### config.mk
export PLATFORM = sky130hd
export DESIGN_NAME = acd_clock_chain
export DESIGN_NICKNAME = d
export VERILOG_FILES = /design/src/rtl/acd_pkg.sv /design/src/rtl/acd_ratio_resolve.sv /design/src/rtl/acd_prescaler.sv /design/src/rtl/acd_toggle_div.sv /design/src/rtl/acd_clock_chain.sv
export SDC_FILE = /design/constraint.sdc
export NUM_CORES = 1
export LEC_CHECK = 0
export BUFFER_PORTS_ARGS = -buffer_cell sky130_fd_sc_hd__buf_2
export CELL_PAD_IN_SITES_DETAIL_PLACEMENT = 1
export CELL_PAD_IN_SITES_GLOBAL_PLACEMENT = 1
export CORE_MARGIN = 4
export CORE_UTILIZATION = 40
export DETAILED_ROUTE_END_ITERATION = 10
export PLACE_DENSITY = 0.76
export SLEW_MARGIN = 40
export SYNTH_ARGS = -nofsm -noshare
export SYNTH_HDL_FRONTEND = slang
export SYNTH_HIERARCHICAL = 1
export SYNTH_SLANG_ARGS = --single-unit
### constraint.sdc
create_clock -name clk -period 4.7 [get_ports clk]
set_clock_uncertainty 0.1 [all_clocks]
set_input_delay 0.235 -clock clk [delete_from_list [all_inputs] [get_ports clk]]
set_output_delay 0.235 -clock clk [all_outputs]
set_load 0.02 [all_outputs]
### src/rtl/acd_pkg.sv
package acd_pkg;

   localparam int RATIO_W = 10;
   localparam int BRAT_W  = 6;
   localparam int WID_W   = 5;

   typedef logic [RATIO_W-1:0] ratio_t;
   typedef logic [BRAT_W-1:0]  brat_t;
   typedef logic [WID_W-1:0]   width_t;

   // root ratio code: irregular ordering 256,512,384,768
   function automatic ratio_t root_of(input logic [1:0] c);
      case (c)
         2'd1:    return ratio_t'(512);
         2'd2:    return ratio_t'(384);
         2'd3:    return ratio_t'(768);
         default: return ratio_t'(256);
      endcase
   endfunction

   // bit ratio code: 32,48,16,24
   function automatic brat_t bits_of(input logic [1:0] c);
      case (c)
         2'd1:    return brat_t'(48);
         2'd2:    return brat_t'(16);
         2'd3:    return brat_t'(24);
         default: return brat_t'(32);
      endcase
   endfunction

   function automatic width_t width_of(input logic [1:0] c);
      case (c)
         2'd1:    return width_t'(8);
         2'd2:    return width_t'(24);
         default: return width_t'(16);
      endcase
   endfunction

   // half of root/bit quotient; zero marks a non-integer quotient
   function automatic brat_t half_div(input ratio_t r, input brat_t b);
      brat_t h;
      h = '0;
      case (b)
         brat_t'(16): case (r)
            ratio_t'(256): h = brat_t'(8);
            ratio_t'(512): h = brat_t'(16);
            ratio_t'(384): h = brat_t'(12);
            ratio_t'(768): h = brat_t'(24);
            default:       h = '0;
         endcase
         brat_t'(32): case (r)
            ratio_t'(256): h = brat_t'(4);
            ratio_t'(512): h = brat_t'(8);
            ratio_t'(384): h = brat_t'(6);
            ratio_t'(768): h = brat_t'(12);
            default:       h = '0;
         endcase
         brat_t'(24): case (r)
            ratio_t'(384): h = brat_t'(8);
            ratio_t'(768): h = brat_t'(16);
            default:       h = '0;
         endcase
         brat_t'(48): case (r)
            ratio_t'(384): h = brat_t'(4);
            ratio_t'(768): h = brat_t'(8);
            default:       h = '0;
         endcase
         default: h = '0;
      endcase
      return h;
   endfunction

endpackage

### src/rtl/acd_ratio_resolve.sv
module acd_ratio_resolve
   import acd_pkg::*;
(
   input  logic [1:0] root_code,
   input  logic [1:0] bit_code,
   input  logic       root_auto,
   input  logic       bit_auto,
   input  logic [1:0] width_code,
   output ratio_t     rfs,
   output brat_t      bfs,
   output brat_t      half_bit,
   output logic       bad_width,
   output logic       bad_div
);

   width_t wbits;

   always_comb begin
      wbits = width_of(width_code);
      if (bit_auto) bfs = {wbits, 1'b0};
      else          bfs = bits_of(bit_code);

      if (root_auto) begin
         if (bfs == brat_t'(16) || bfs == brat_t'(32)) rfs = ratio_t'(256);
         else                                          rfs = ratio_t'(384);
      end else begin
         rfs = root_of(root_code);
      end

      half_bit  = half_div(rfs, bfs);
      bad_div   = (half_bit == '0);
      bad_width = (wbits == width_t'(24)) &&
                  (rfs == ratio_t'(256) || rfs == ratio_t'(512));
   end

endmodule

### src/rtl/acd_prescaler.sv
module acd_prescaler #(
   parameter int PRE_W = 8
) (
   input  logic             clk,
   input  logic             rst_n,
   input  logic             clr,
   input  logic             run,
   input  logic [PRE_W-1:0] div_m1,
   output logic             tick
);

   logic [PRE_W-1:0] cnt;

   assign tick = run && (cnt == div_m1);

   always_ff @(posedge clk or negedge rst_n) begin
      if (!rst_n)       cnt <= '0;
      else if (clr)     cnt <= '0;
      else if (tick)    cnt <= '0;
      else if (run)     cnt <= cnt + PRE_W'(1);
   end

endmodule

### src/rtl/acd_toggle_div.sv
module acd_toggle_div #(
   parameter int CNT_W = 7
) (
   input  logic             clk,
   input  logic             rst_n,
   input  logic             clr,
   input  logic             tick_in,
   input  logic [CNT_W-1:0] half,
   output logic             lvl,
   output logic             fall
);

   logic [CNT_W-1:0] cnt;
   logic             wrap;

   assign wrap = tick_in && (cnt == half - CNT_W'(1));
   assign fall = wrap && lvl;

   always_ff @(posedge clk or negedge rst_n) begin
      if (!rst_n) begin
         cnt <= '0;
         lvl <= 1'b0;
      end else if (clr) begin
         cnt <= '0;
         lvl <= 1'b0;
      end else if (wrap) begin
         cnt <= '0;
         lvl <= ~lvl;
      end else if (tick_in) begin
         cnt <= cnt + CNT_W'(1);
      end
   end

endmodule

### src/rtl/acd_clock_chain.sv
module acd_clock_chain
   import acd_pkg::*;
#(
   parameter int PRE_W = 8,
   parameter int CNT_W = 7
) (
   input  logic             clk,
   input  logic             rst_n,
   input  logic             port_enable,
   input  logic             slave_sel,
   input  logic             pre_en,
   input  logic [PRE_W-1:0] pre_val,
   input  logic [1:0]       root_code,
   input  logic [1:0]       bit_code,
   input  logic             root_auto,
   input  logic             bit_auto,
   input  logic [1:0]       width_code,
   output logic             root_tick,
   output logic             bclk,
   output logic             lrclk,
   output logic             cfg_err,
   output logic             cfg_refused
);

   localparam int N_STAGE = 2;

   if (CNT_W < BRAT_W) begin : g_cnt_too_narrow
      $error("CNT_W must hold the largest half divisor");
   end
   if (PRE_W < 1) begin : g_pre_too_narrow
      $error("PRE_W must be at least 1");
   end

   ratio_t rfs_req, rfs_cap;
   brat_t  bfs_req, bfs_cap;
   brat_t  half_req, half_cap;
   logic   bad_width, bad_div, illegal;
   logic   [PRE_W-1:0] pre_cap;
   logic   en_q, run, stop, start, clr, run_eff;

   acd_ratio_resolve u_resolve (
      .root_code (root_code),
      .bit_code  (bit_code),
      .root_auto (root_auto),
      .bit_auto  (bit_auto),
      .width_code(width_code),
      .rfs       (rfs_req),
      .bfs       (bfs_req),
      .half_bit  (half_req),
      .bad_width (bad_width),
      .bad_div   (bad_div)
   );

   assign illegal = bad_width || bad_div;
   assign stop    = !port_enable || slave_sel;
   assign start   = !stop && !en_q;
   assign clr     = start || stop || !run;
   assign run_eff = run && !stop;

   always_ff @(posedge clk or negedge rst_n) begin
      if (!rst_n) begin
         en_q     <= 1'b0;
         run      <= 1'b0;
         rfs_cap  <= '0;
         bfs_cap  <= '0;
         half_cap <= '0;
         pre_cap  <= '0;
      end else begin
         en_q <= !stop;
         if (stop) begin
            run <= 1'b0;
         end else if (start) begin
            run      <= !illegal;
            rfs_cap  <= rfs_req;
            bfs_cap  <= bfs_req;
            half_cap <= half_req;
            pre_cap  <= pre_en ? pre_val : '0;
         end
      end
   end

   acd_prescaler #(.PRE_W(PRE_W)) u_pre (
      .clk   (clk),
      .rst_n (rst_n),
      .clr   (clr),
      .run   (run_eff),
      .div_m1(pre_cap),
      .tick  (root_tick)
   );

   logic [CNT_W-1:0] half_arr [N_STAGE];
   logic             tick_chain [N_STAGE+1];
   logic             lvl_arr [N_STAGE];

   assign half_arr[0]   = CNT_W'(half_cap);
   assign half_arr[1]   = CNT_W'(bfs_cap[BRAT_W-1:1]);
   assign tick_chain[0] = root_tick;

   for (genvar s = 0; s < N_STAGE; s++) begin : g_stage
      acd_toggle_div #(.CNT_W(CNT_W)) u_div (
         .clk    (clk),
         .rst_n  (rst_n),
         .clr    (clr),
         .tick_in(tick_chain[s]),
         .half   (half_arr[s]),
         .lvl    (lvl_arr[s]),
         .fall   (tick_chain[s+1])
      );
   end

   assign bclk        = lvl_arr[0];
   assign lrclk       = lvl_arr[1];
   assign cfg_err     = !slave_sel && illegal;
   assign cfg_refused = run_eff && ((rfs_req != rfs_cap) || (bfs_req != bfs_cap));

endmodule

=== Yosys cells after proc, flatten, opt, wreduce, memory -nomap -nowiden ===
Cells that the tools add are included.

* Flip-flop bits (word level): 56
* Bits of input ports: 21
* Output and inout bits: 5
* Word-level logic and storage cells: 98

* Add/subtract/negate cells: 5
* Equal/unequal tests: 22
* Muxes and demuxes: 27
* Bitwise logic cells: 3
* Reductions and logical operators: 30

{| class="wikitable"
|+ Operators with widths
! operator !! number
|-
| two-way mux 7 bit || 6
|-
| two-way mux 8 bit || 5
|-
| one-hot mux 10 bit (3 select lines) || 1
|-
| one-hot mux 6 bit (4 select lines) || 1
|-
| equality test 10 bit (second input constant) || 2
|-
| equality test 10 x 9 -> 1 bit (second input constant) || 2
|-
| one-hot mux 5 bit (2 select lines) || 2
|-
| one-hot mux 5 bit (4 select lines) || 1
|-
| one-hot mux 6 bit (3 select lines) || 1
|-
| one-hot mux 4 bit (4 select lines) || 1
|-
| adder 7 x 1 -> 7 bit (second input constant) || 2
|-
| equality test 7 bit || 2
|-
| equality test 6 x 5 -> 1 bit (second input constant) || 2
|-
| equality test 6 bit (second input constant) || 2
|-
| equality test 2 bit (second input constant) || 5
|-
| two-way mux 10 bit || 1
|-
| inequality test 10 bit || 1
|-
| logical AND 1 bit || 9
|-
| nonzero test 3 bit || 3
|-
| adder 8 x 1 -> 8 bit (second input constant) || 1
|-
| equality test 8 bit || 1
|-
| one-hot mux 4 bit (2 select lines) || 1
|-
| logical OR 1 bit || 7
|-
| subtractor 6 x 1 -> 7 bit (second input constant) || 1
|-
| 11 further kinds || 27
|}

=== Longest topological paths before layout ===
* Depth after elaboration: 15
* Gate-level depth with buffers: 16
* Depth with buffers taken out: 13

=== Hierarchy ===
Netlist, hierarchy kept.

{| class="wikitable"
|+ By module, submodules not included
! module !! instances !! cells each !! area an instance (um2)
|-
| acd_toggle_div || 2 || 85 || 750.7
|-
| acd_clock_chain || 1 || 163 || 1427.6
|-
| acd_prescaler || 1 || 52 || 533.0
|-
| acd_ratio_resolve || 1 || 53 || 362.8
|}

=== Worst setup path after synthesis ===
No wires, ideal clock.

* Path type: input -> register
* Start point: in slave_sel
* End point: reg g_stage[1].u_div.lvl
* Library setup time: 71 ps
* Data arrival time: 3268 ps
* Data required time: 4529 ps
* Path slack: 1261 ps
* Stages: 14
* Path buffers: 3
* Cells stage by stage: nand2b_1 inv_1 and2_1 buf_4 nand2_1 nor3_4 clkbuf_1 nand4_1 a211oi_2 and2_1 clkbuf_1 nand4_1 or4_1 nand4_1

{| class="wikitable"
|+ RTL lines
! element !! RTL line !! RTL
|-
| start, declared || acd_clock_chain.sv:10 || <nowiki>input logic slave_sel,</nowiki>
|-
| end signal, assigned || acd_toggle_div.sv:28 || <nowiki>lvl <= ~lvl;</nowiki>
|-
| end, declared || acd_toggle_div.sv:9 || <nowiki>output logic lvl,</nowiki>
|}

==> results.md <==
- Status: complete, no violations
- Final ANT Viol Nets: 0
- Critical path class: reg -> reg
- Hold Path Stages: 3
- Ant diodes: 0
- Final hold vios: 0
- GRT Overall Usage: between 15 and 20%
- WL final: between 8 and 9 mm
- Final WS setup: between 1 and 1.5 ns
- Setup crit start kind: register
- Row count: 35
- Mean Syn Cell Area: just under 9 um2
- Die area: roughly 11000 um2
- Hold WC Path Type: in -> reg
- Initial DRC Count: 97
- Final setup fails: 0
- Mapped cell area: about 3800 um2
- FF-to-FF setup slack: 1.28 ns
- Fmax: between 200 and 300 MHz
- Stages on worst setup path: 10
- Max Cap Viol: 0
- Synth Instances: around 440
- P_leak: just under 2 nW
- Unrepaired setup endpoints after global routing: no
- Die height: 106 um
- Largest net degree at the start of global routing: 57
- Initial Utilization: between 40 and 50%
- Most common cell after layout, fill and taps aside: nand2_1
- Worst hold start: pre_val[5]
- Most frequent cells in the layout: 95 x nand2_1, 56 x dfrtp_1, 29 x xnor2_1
- Final slew viol count: 0
- Crit-path cells: inv_1 > ha_1 > nor2b_1 > or3_1 > a31o_1 > a211oi_2 > and2_1 > nand4_1 > or4_1 > nand4_1
- Wirelength per Cell: approximately 15 um
- Hold EP: pre_cap[5]
- Root Driver: clkbuf_8
- Crit path DAT: about 3.6 ns
- Total Power: roughly 1.2 mW
- Core area: slightly above 9000 um2
- Worst R2R Start: half_cap[0]
- Post-Route Utilization: between 40 and 50%
- H-tree depth: 2
- Vias/cell: 5.20
- Initial antenna violation count: 0
- Slowest-stage cell, CP: or4_1
- First-pass GRT wire length: approximately 16 mm
- Clock buffer depth: 2
- Crit path max fanout: 8
- Fin cells: 598
- Critical Path End Type: register
- Layout area overhead: 9.50%
- DP Area: just over 4000 um2
- Vias: between 3000 and 4000
- Worst-path clk slew: 0.10 ns
- # port buffers: 25
- Placed insts: about 600
- Synth warn: 6
- Pre-CTS setup slack: roughly 1.2 ns
- Top cell by count, worst path: nand4_1
- Fin nets: 496
- Final worst-path cycle share: about 73%
- Reg2Reg Capture Point: g_stage[1].u_div/lvl
- Hold_ws: 0.0420 ns
- Detailed Routing Iterations Pass 1: 4
- Layout cells sized above 1: about 14%
- GPL Wtd Cong: 0.783
- Buf/Inv on CP: 1
- Power Density: about 280 nW/um2
- Maximum vdd drop: 0.129 mV
- Setup TNS: 0 ns
- Die W: around 110 um
- Worst r2r path cells: 10
- Post-DP HPWL: 6.58 mm
- I/O pins: 26
- CP required: just under 5 ns
- Total grt overflow: 0
- Skew-Pair Late Insertion Delay: about 0.32 ns
- Number of global-route vias before repair: 3345
- CTS tree: yes
- Final Instance Area: approximately 4200 um2
- DRC: 0
- Worst slew pin tran: around 0.59 ns
- Clock sinks: between 50 and 60
- CP top delay family: simple AND/OR/NAND/NOR gates
- Cts bufs inserted: 5
- Largest incremental delay on the critical path: ~0.53 ns
- Rel. slew slack: 60.8%
- Crit path time final: approximately 3.4 ns
-- metal layers --
layer | wire length [um] | GRT usage, % | up-vias
met4 | 52 | 3.15 | 0
met2 | 4470 | 30.6 | 34
met1 | 4150 | 22.3 | 1535
met3 | 226 | 2.69 | 5
met5 | 0 | 0 | -
li1 | - | - | 1534
-- tightest hold or removal path, cell delays in order --
cell and delay, ns:
buf_2 0.08, nand3_1 0.06, nand2_1 0.06
-- cell type report --
class / instances / area (um2)
tap: 129 / 161
clock buffer: 6 / 72.6
fill: 1152 / 5100
clock inverter: 2 / 35.0
multi-input combinational: 354 / 2260
inverter: 20 / 75.1
sequential: 56 / 1400
timing repair buffer: 31 / 176
-- state kept, by name (all words and copies together) (netlist names) --
| name | flops |
|---|---|
| u_pre/cnt | 8 |
| bfs_cap | 6 |
| g_stage.u_div/lvl | 2 |
| pre_cap | 8 |
| half_cap | 6 |
| g_stage.u_div/cnt | 14 |
| en_q | 1 |
| rfs_cap | 10 |
| run | 1 |
-- worst max path at each step --
stage | start | end | slack [ns]
finish | half_cap[0] | g_stage[1].u_div/lvl | 1.28
global route | half_cap[0] | g_stage[1].u_div/lvl | 1.04
CTS | half_cap[0] | g_stage[1].u_div/lvl | 1.27
detailed placement | slave_sel | g_stage[1].u_div/lvl | 1.19
global placement | slave_sel | g_stage[1].u_div/lvl | 1.35
floorplan | slave_sel | g_stage[1].u_div/lvl | 1.26
-- repair_timing --
| action | 4_1_cts | 5_1_grt |
|---|---|---|
| endpoints found under the hold margin | 38 | 0 |
| gates resized for setup | 0 | 0 |
| setup buffers | 0 | 0 |
| hold buffers | 1 | 0 |
-- report_power, final --
| group | leakage [nW] | internal (mW) | switching, mW | total, mW |
|---|---|---|---|---|
| Sequential | 0.743 | 0.519 | 0.0436 | 0.562 |
| Clock | 0.0552 | 0.159 | 0.167 | 0.326 |
| Combinational | 1.16 | 0.121 | 0.160 | 0.281 |
Note: power is estimated with default switching activity, not from simulation.
